[config.mk]
export PLATFORM = sky130hd
export DESIGN_NAME = ptag_tlb
export DESIGN_NICKNAME = d
export VERILOG_FILES = /design/src/rtl/ptag_tlb_pkg.sv /design/src/rtl/ptag_tlb_match.sv /design/src/rtl/ptag_tlb_victim.sv /design/src/rtl/ptag_tlb.sv
export SDC_FILE = /design/constraint.sdc
export NUM_CORES = 2
export LEC_CHECK = 0
export ABC_AREA = 0
export ABC_CLOCK_PERIOD_IN_PS = 17300
export BUFFER_PORTS_ARGS = -buffer_cell sky130_fd_sc_hd__buf_2
export CORE_MARGIN = 4
export CORE_UTILIZATION = 50
export CTS_CLUSTER_DIAMETER = 40
export DETAILED_ROUTE_END_ITERATION = 16
export PLACE_DENSITY = 0.77
export SYNTH_ARGS = -nofsm -noshare
export SYNTH_HDL_FRONTEND = slang
export SYNTH_SLANG_ARGS = --single-unit
[constraint.sdc]
create_clock -name clk_i -period 17.3 [get_ports clk_i]
set_clock_uncertainty 0.15 [all_clocks]
set_input_delay 0.865 -clock clk_i [delete_from_list [all_inputs] [get_ports clk_i]]
set_output_delay 0.865 -clock clk_i [all_outputs]
set_load 0.05 [all_outputs]
[src/rtl/ptag_tlb_pkg.sv]
package ptag_tlb_pkg;

  typedef enum logic { ST_IDLE, ST_WALK } tlb_state_e;

  localparam int LFSR_W = 16;
  localparam logic [LFSR_W-1:0] LFSR_SEED = 16'hACE1;

  // Fibonacci step for x^16 + x^14 + x^13 + x^11 + 1
  function automatic logic [LFSR_W-1:0] lfsr_next(input logic [LFSR_W-1:0] s);
    return {s[LFSR_W-2:0], s[15] ^ s[13] ^ s[12] ^ s[10]};
  endfunction

endpackage

[src/rtl/ptag_tlb_match.sv]
module ptag_tlb_match #(
  parameter int ENTRIES = 16,
  parameter int VPN_W   = 20,
  parameter int PID_W   = 8,
  localparam int IDX_W  = $clog2(ENTRIES)
) (
  input  logic                            clk_i,
  input  logic                            rst_ni,
  input  logic [ENTRIES-1:0]              valid_i,
  input  logic [ENTRIES-1:0][VPN_W-1:0]   vpn_i,
  input  logic [ENTRIES-1:0][PID_W-1:0]   pid_i,
  input  logic [VPN_W-1:0]                look_vpn_i,
  input  logic [PID_W-1:0]                look_pid_i,
  output logic                            hit_any_o,
  output logic [IDX_W-1:0]                hit_idx_o
);

  logic [ENTRIES-1:0] hit_vec;

  for (genvar g = 0; g < ENTRIES; g++) begin : g_cmp
    assign hit_vec[g] = valid_i[g] && (vpn_i[g] == look_vpn_i) && (pid_i[g] == look_pid_i);
  end

  always_comb begin
    hit_idx_o = '0;
    for (int i = 0; i < ENTRIES; i++) begin
      if (hit_vec[i]) hit_idx_o = IDX_W'(i);
    end
  end

  assign hit_any_o = |hit_vec;

  // installs only follow misses, so a page/process pair never lives twice
  assert_unique_hit_R3: assert property (@(posedge clk_i) disable iff (!rst_ni)
    $onehot0(hit_vec));

endmodule

[src/rtl/ptag_tlb_victim.sv]
module ptag_tlb_victim
  import ptag_tlb_pkg::*;
#(
  parameter int ENTRIES = 16,
  localparam int IDX_W  = $clog2(ENTRIES)
) (
  input  logic               clk_i,
  input  logic               rst_ni,
  input  logic               policy_lru_i,
  input  logic [ENTRIES-1:0] valid_i,
  input  logic               touch_en_i,
  input  logic [IDX_W-1:0]   touch_idx_i,
  output logic [IDX_W-1:0]   victim_idx_o
);

  logic                          pol_lru_q;
  logic [LFSR_W-1:0]             lfsr_q;
  logic [ENTRIES-1:0][IDX_W-1:0] age_q;
  logic [ENTRIES-1:0]            oldest_vec;
  logic                          free_any;
  logic [IDX_W-1:0]              free_idx;
  logic [IDX_W-1:0]              oldest_idx;

  // policy captured only during reset
  always_ff @(posedge clk_i) begin
    if (!rst_ni) pol_lru_q <= policy_lru_i;
  end

  // free-running pseudo-random source
  always_ff @(posedge clk_i) begin
    if (!rst_ni) lfsr_q <= LFSR_SEED;
    else         lfsr_q <= lfsr_next(lfsr_q);
  end

  // ages form a permutation; touched entry becomes youngest
  always_ff @(posedge clk_i) begin
    if (!rst_ni) begin
      for (int i = 0; i < ENTRIES; i++) age_q[i] <= IDX_W'(i);
    end else if (touch_en_i) begin
      for (int i = 0; i < ENTRIES; i++) begin
        if (IDX_W'(i) == touch_idx_i)           age_q[i] <= '0;
        else if (age_q[i] < age_q[touch_idx_i]) age_q[i] <= age_q[i] + 1'b1;
      end
    end
  end

  for (genvar g = 0; g < ENTRIES; g++) begin : g_old
    assign oldest_vec[g] = (age_q[g] == IDX_W'(ENTRIES - 1));
  end

  always_comb begin
    free_any   = 1'b0;
    free_idx   = '0;
    oldest_idx = '0;
    for (int i = ENTRIES - 1; i >= 0; i--) begin
      if (!valid_i[i]) begin
        free_any = 1'b1;
        free_idx = IDX_W'(i);
      end
      if (oldest_vec[i]) oldest_idx = IDX_W'(i);
    end
  end

  assign victim_idx_o = free_any  ? free_idx :
                        pol_lru_q ? oldest_idx : lfsr_q[IDX_W-1:0];

  assert_lru_single_oldest_R7: assert property (@(posedge clk_i) disable iff (!rst_ni)
    $countones(oldest_vec) == 1);

  assert_free_before_evict_R6: assert property (@(posedge clk_i) disable iff (!rst_ni)
    free_any |-> !valid_i[victim_idx_o]);

  assert_policy_held_R9: assert property (@(posedge clk_i) disable iff (!rst_ni)
    $past(rst_ni) |-> $stable(pol_lru_q));

endmodule

[src/rtl/ptag_tlb.sv]
module ptag_tlb
  import ptag_tlb_pkg::*;
#(
  parameter int VA_W    = 32,
  parameter int OFF_W   = 12,
  parameter int FRAME_W = 20,
  parameter int PID_W   = 8,
  parameter int ENTRIES = 16,
  localparam int VPN_W  = VA_W - OFF_W,
  localparam int PA_W   = FRAME_W + OFF_W,
  localparam int IDX_W  = $clog2(ENTRIES)
) (
  input  logic               clk_i,
  input  logic               rst_ni,
  input  logic               policy_lru_i,
  input  logic               req_valid_i,
  output logic               req_ready_o,
  input  logic [VA_W-1:0]    req_vaddr_i,
  input  logic [PID_W-1:0]   req_pid_i,
  output logic               rsp_valid_o,
  output logic               rsp_hit_o,
  output logic [PA_W-1:0]    rsp_paddr_o,
  output logic               walk_req_o,
  output logic [VPN_W-1:0]   walk_vpn_o,
  output logic [PID_W-1:0]   walk_pid_o,
  input  logic               walk_ack_i,
  input  logic [FRAME_W-1:0] walk_frame_i,
  input  logic               flush_all_i,
  input  logic               flush_pid_en_i,
  input  logic [PID_W-1:0]   flush_pid_i
);

  function automatic logic [PA_W-1:0] join_paddr(input logic [FRAME_W-1:0] f,
                                                 input logic [OFF_W-1:0]   o);
    return {f, o};
  endfunction

  logic [ENTRIES-1:0]              valid_q, valid_d;
  logic [ENTRIES-1:0][VPN_W-1:0]   vpn_q;
  logic [ENTRIES-1:0][PID_W-1:0]   pid_q;
  logic [ENTRIES-1:0][FRAME_W-1:0] frame_q;
  tlb_state_e                      state_q;
  logic [VPN_W-1:0]                lk_vpn_q;
  logic [PID_W-1:0]                lk_pid_q;
  logic [OFF_W-1:0]                lk_off_q;
  logic                            rsp_valid_q, rsp_hit_q;
  logic [PA_W-1:0]                 rsp_paddr_q;

  logic [VPN_W-1:0] req_vpn;
  logic [OFF_W-1:0] req_off;
  logic             hit_any;
  logic [IDX_W-1:0] hit_idx, victim_idx, touch_idx;
  logic             acc, acc_hit, acc_miss, fill_fire;

  assign req_vpn = req_vaddr_i[VA_W-1:OFF_W];
  assign req_off = req_vaddr_i[OFF_W-1:0];

  ptag_tlb_match #(.ENTRIES(ENTRIES), .VPN_W(VPN_W), .PID_W(PID_W)) match_i (
    .clk_i      (clk_i),
    .rst_ni     (rst_ni),
    .valid_i    (valid_q),
    .vpn_i      (vpn_q),
    .pid_i      (pid_q),
    .look_vpn_i (req_vpn),
    .look_pid_i (req_pid_i),
    .hit_any_o  (hit_any),
    .hit_idx_o  (hit_idx)
  );

  assign req_ready_o = (state_q == ST_IDLE);
  assign acc         = req_valid_i && req_ready_o;
  assign acc_hit     = acc && hit_any;
  assign acc_miss    = acc && !hit_any;
  assign fill_fire   = (state_q == ST_WALK) && walk_ack_i;
  assign touch_idx   = fill_fire ? victim_idx : hit_idx;

  ptag_tlb_victim #(.ENTRIES(ENTRIES)) victim_i (
    .clk_i        (clk_i),
    .rst_ni       (rst_ni),
    .policy_lru_i (policy_lru_i),
    .valid_i      (valid_q),
    .touch_en_i   (acc_hit || fill_fire),
    .touch_idx_i  (touch_idx),
    .victim_idx_o (victim_idx)
  );

  // Install first, then invalidations win over the fresh entry
  always_comb begin
    valid_d = valid_q;
    if (fill_fire) valid_d[victim_idx] = 1'b1;
    if (flush_all_i) valid_d = '0;
    if (flush_pid_en_i) begin
      for (int i = 0; i < ENTRIES; i++) begin
        if (((fill_fire && victim_idx == IDX_W'(i)) ? lk_pid_q : pid_q[i]) == flush_pid_i)
          valid_d[i] = 1'b0;
      end
    end
  end

  always_ff @(posedge clk_i) begin
    if (!rst_ni) begin
      state_q     <= ST_IDLE;
      valid_q     <= '0;
      rsp_valid_q <= 1'b0;
      rsp_hit_q   <= 1'b0;
      rsp_paddr_q <= '0;
      lk_vpn_q    <= '0;
      lk_pid_q    <= '0;
      lk_off_q    <= '0;
    end else begin
      valid_q     <= valid_d;
      rsp_valid_q <= acc_hit || fill_fire;
      if (acc) begin
        lk_vpn_q <= req_vpn;
        lk_pid_q <= req_pid_i;
        lk_off_q <= req_off;
      end
      if (acc_hit) begin
        rsp_hit_q   <= 1'b1;
        rsp_paddr_q <= join_paddr(frame_q[hit_idx], req_off);
      end
      if (acc_miss) state_q <= ST_WALK;
      if (fill_fire) begin
        rsp_hit_q   <= 1'b0;
        rsp_paddr_q <= join_paddr(walk_frame_i, lk_off_q);
        state_q     <= ST_IDLE;
      end
    end
  end

  always_ff @(posedge clk_i) begin
    if (fill_fire) begin
      vpn_q[victim_idx]   <= lk_vpn_q;
      pid_q[victim_idx]   <= lk_pid_q;
      frame_q[victim_idx] <= walk_frame_i;
    end
  end

  assign rsp_valid_o = rsp_valid_q;
  assign rsp_hit_o   = rsp_hit_q;
  assign rsp_paddr_o = rsp_paddr_q;
  assign walk_req_o  = (state_q == ST_WALK);
  assign walk_vpn_o  = lk_vpn_q;
  assign walk_pid_o  = lk_pid_q;

  assert_hit_next_cycle_R2: assert property (@(posedge clk_i) disable iff (!rst_ni)
    acc_hit |=> rsp_valid_o && rsp_hit_o);

  assert_offset_kept_R1: assert property (@(posedge clk_i) disable iff (!rst_ni)
    acc_hit |=> rsp_paddr_o[OFF_W-1:0] == $past(req_off));

  assert_miss_walks_R4: assert property (@(posedge clk_i) disable iff (!rst_ni)
    acc_miss |=> walk_req_o && !req_ready_o && walk_vpn_o == $past(req_vpn)
                 && walk_pid_o == $past(req_pid_i));

  assert_fill_completes_R5: assert property (@(posedge clk_i) disable iff (!rst_ni)
    fill_fire |=> rsp_valid_o && !rsp_hit_o && req_ready_o && !walk_req_o
                  && rsp_paddr_o[PA_W-1:OFF_W] == $past(walk_frame_i));

  assert_flush_all_clears_R10: assert property (@(posedge clk_i) disable iff (!rst_ni)
    flush_all_i |=> valid_q == '0);

endmodule

==> out/qor.csv <==
metric;value;unit
critical path peak fanout;40;
clk slew on worst S/H paths;60;ps
Slew @ Worst Pin;1210;ps
Initial DRC Count;4259;
CTS resizes;0;
Hold WS;242;ps
antenna-violating nets left;0;
FMAX;142;MHz
Peak VDD IR;0.0904;mV
routed vias/inst;6.25;
Non-Filler Instances;5050;
Mapped Area;45600;um^2
post-synth top area cell;edfxtp_1;
P per Cell Area;107;nW/um^2
top post-synthesis cells by area;edfxtp_1, mux2i_1, xnor2_1;
synth unique cells;90;
Critical Path Start Type;input port;
clock tree sinks;940;
number of global-route vias before repair;29615;
PortBufs;138;
leakage;17.4;nW
Finished Cell Area;51900;um^2
Top FF cell, synth;edfxtp_1;
r2r worst-path depth;17;
routed vias;31551;
Hold Buf Count CTS;0;
Die X;310;um
critical path endpoint category;flip-flop;
yosys warns;0;
Total Routed Length;136;mm
hold path depth;1;
global route total overflow;0;
multi-input logic area;18200;um^2
Worst EP required;17780;ps
Final GP Congestion;0.980;
sequential share of the synthesized area;58.2;%
Layout area overhead;13.9;%
largest net degree at the start of global routing;70;
DRC;0;
DIE AREA;96000;um^2
# setup viols final;0;
DR WL/cell;27.0;um
RSZ-0062 raised after global routing;no;
layout cells sized above 1;13.3;%
flip-flop and latch count after synthesis;940;
CTS tree;yes;
number of synthesized flops with an enable pin;769;
Core Area;90100;um^2
Reg area;26500;um^2
ys async rst share;0;%
final worst path period share;40.7;%
Max-cap violations;0;
Root Driver;clkbuf_16;
number of antenna violations at the first check in global routing;2;
clock buffer depth;3;
Placed Area;47500;um^2
Initial DRT Pass Iterations;6;
Post-Place Cells;4809;
Initial Utilization;50.5;%
total track usage;27.9;%
post-route minimum period;7030;ps
Final Max Tran Viols;0;
TNS Setup;0;ps
Syn Inst Count;3630;
IO Count;139;
Layout fillers;7023;
first-pass GRT wire length;197;mm
Arrival @ worst endpoint;7520;ps
Skew-Pair Late Insertion Delay;730;ps
final count of hold timing violations;0;
TritonCTS buffer count;131;
Worst Hold Class;input port to flip-flop;
postcts setup bufs;0;
Setup Crit Path Kind;input port to flip-flop;
nets;3905;
Detail Placement HPWL;85.8;mm
Mean Syn Cell Area;12.5;um^2
row count;110;
Slew HR;18.4;%
area share of the largest cell type after synthesis;50.7;%
syn nets;3769;
status;completed;
Max H-tree Level;4;
die extent in y;310;um
## worst paths after layout
check / to / startpoint / slack [ps]
setup / recovery: victim_i.age_q[19]$_SDFFE_PN0P_ / req_pid_i[3] / 10270
hold / removal: victim_i.pol_lru_q$_DFFE_PN_ / policy_lru_i / 240
setup reg to reg: victim_i.age_q[19]$_SDFFE_PN0P_ / pid_q[27]$_DFFE_PP_ / 10300
hold reg to reg: victim_i.lfsr_q[6]$_SDFF_PN1_ / victim_i.lfsr_q[5]$_SDFF_PN1_ / 260
## layout make-up
type	count	area share [%]
repair buffers	204	2.29
inverters	37	0.273
diodes	2	0.00965
well taps	1176	2.84
flip-flops and latches	940	51.1
clock buffers	164	6.82
multi-input cells	2452	35.0
clock inverters	75	1.63
## flip-flops by register name, summed over array words and instances (netlist names)
signal              count
victim_i.pol_lru_q      1
walk_vpn_o             20
rsp_valid_o             1
walk_req_o              1
vpn_q                 320
rsp_hit_o               1
lk_off_q               12
victim_i.age_q         64
pid_q                 128
rsp_paddr_o            32
frame_q               320
valid_q                16
victim_i.lfsr_q        16
walk_pid_o              8
## placed cells by master (no fill, tap or decap), types with 13 or more instances in the layout
master	instances
edfxtp_1	769
xnor2_1	434
mux2i_1	396
nand2_1	268
dfxtp_1	171
nand4_1	158
buf_2	138
clkbuf_16	135
xor2_1	127
a21oi_1	116
nand3_1	101
nor2_1	100
nor4_1	95
o21ai_0	67
buf_4	66
ha_1	64
nand2b_1	47
a31oi_1	36
mux2_2	31
inv_1	29
nor3_1	29
and3_1	27
and2_1	24
clkbuf_1	24
clkinv_2	22
or3_1	20
o22ai_1	19
or4_1	18
a211oi_1	17
nor3b_1	17
a21o_1	17
o211ai_1	14
or2_2	14
o21a_1	13
## per-stage QoR
| stage | power [W] | setup WS, ps | utilization [%] |
|---|---|---|---|
| 5_1_grt | 0.00573 | 10120 | 57.5 |
| 2_1_floorplan | 0.00279 | 10570 | - |
| 6_report | 0.00557 | 10270 | 57.5 |
| 3_3_place_gp | 0.00293 | 9910 | 52.7 |
| 3_5_place_dp | 0.00293 | 9850 | 52.7 |
| 4_1_cts | 0.00558 | 10630 | 57.5 |
## metal layers
metal / part of all wire, % / track usage (%) / vias up / wire length [um]
li1: - / - / 13851 / -
met1: 40 / 38.5 / 15387 / 54200
met2: 44 / 42.2 / 1985 / 60000
met3: 12 / 8.07 / 326 / 16800
met4: 3.9 / 10.5 / 2 / 5280
met5: 0.0095 / 0 / - / 13
## kinds of logic (layout without fill, tap and decap cells)
logic type / count (synthesis) / count (layout) / share of synthesized area [%]
AO/OA/AOI/OAI: 401 / 401 / 5.81
XOR/XNOR: 567 / 567 / 11.0
adder cells (fa/ha/maj): 64 / 64 / 1.76
buffers and inverters: 238 / 480 / 2.22
flip-flops: 940 / 940 / 58.2
multiplexers: 428 / 428 / 9.49
other: 0 / 2 / 0
AND/OR/NAND/NOR: 992 / 992 / 11.5
## power breakdown
part	switching, W	leakage (nW)	internal (W)	total (W)
Sequential	0.0000253	8.61	0.00247	0.00250
Combinational	0.000285	6.65	0.000120	0.000405
Clock	0.00102	2.13	0.00165	0.00267
## cell usage after synthesis, types with 27 or more instances
library cell,n
a21oi_1,116
a31oi_1,36
and3_1,27
buf_2,61
clkbuf_1,109
dfxtp_1,171
edfxtp_1,769
ha_1,64
inv_1,37
mux2_2,31
mux2i_1,396
nand2_1,271
nand2b_1,48
nand3_1,101
nand4_1,158
nor2_1,110
nor3_1,31
nor4_1,95
o21ai_0,68
xnor2_1,434
xor2_1,127
## worst max-delay path, stage by stage
cell	delay [ps]
buf_2	300
xnor2_1	570
nand4_1	160
nor4_1	670
and4_1	390
o211ai_2	170
a2111oi_4	660
or2_4	580
mux2_2	390
nor2_1	110
a21oi_1	80
o221ai_2	870
ha_1	400
a21o_1	160
a21oi_1	250
nand3_1	210
o31a_1	380
a311oi_1	250
Power figures use the tool's default switching activity.
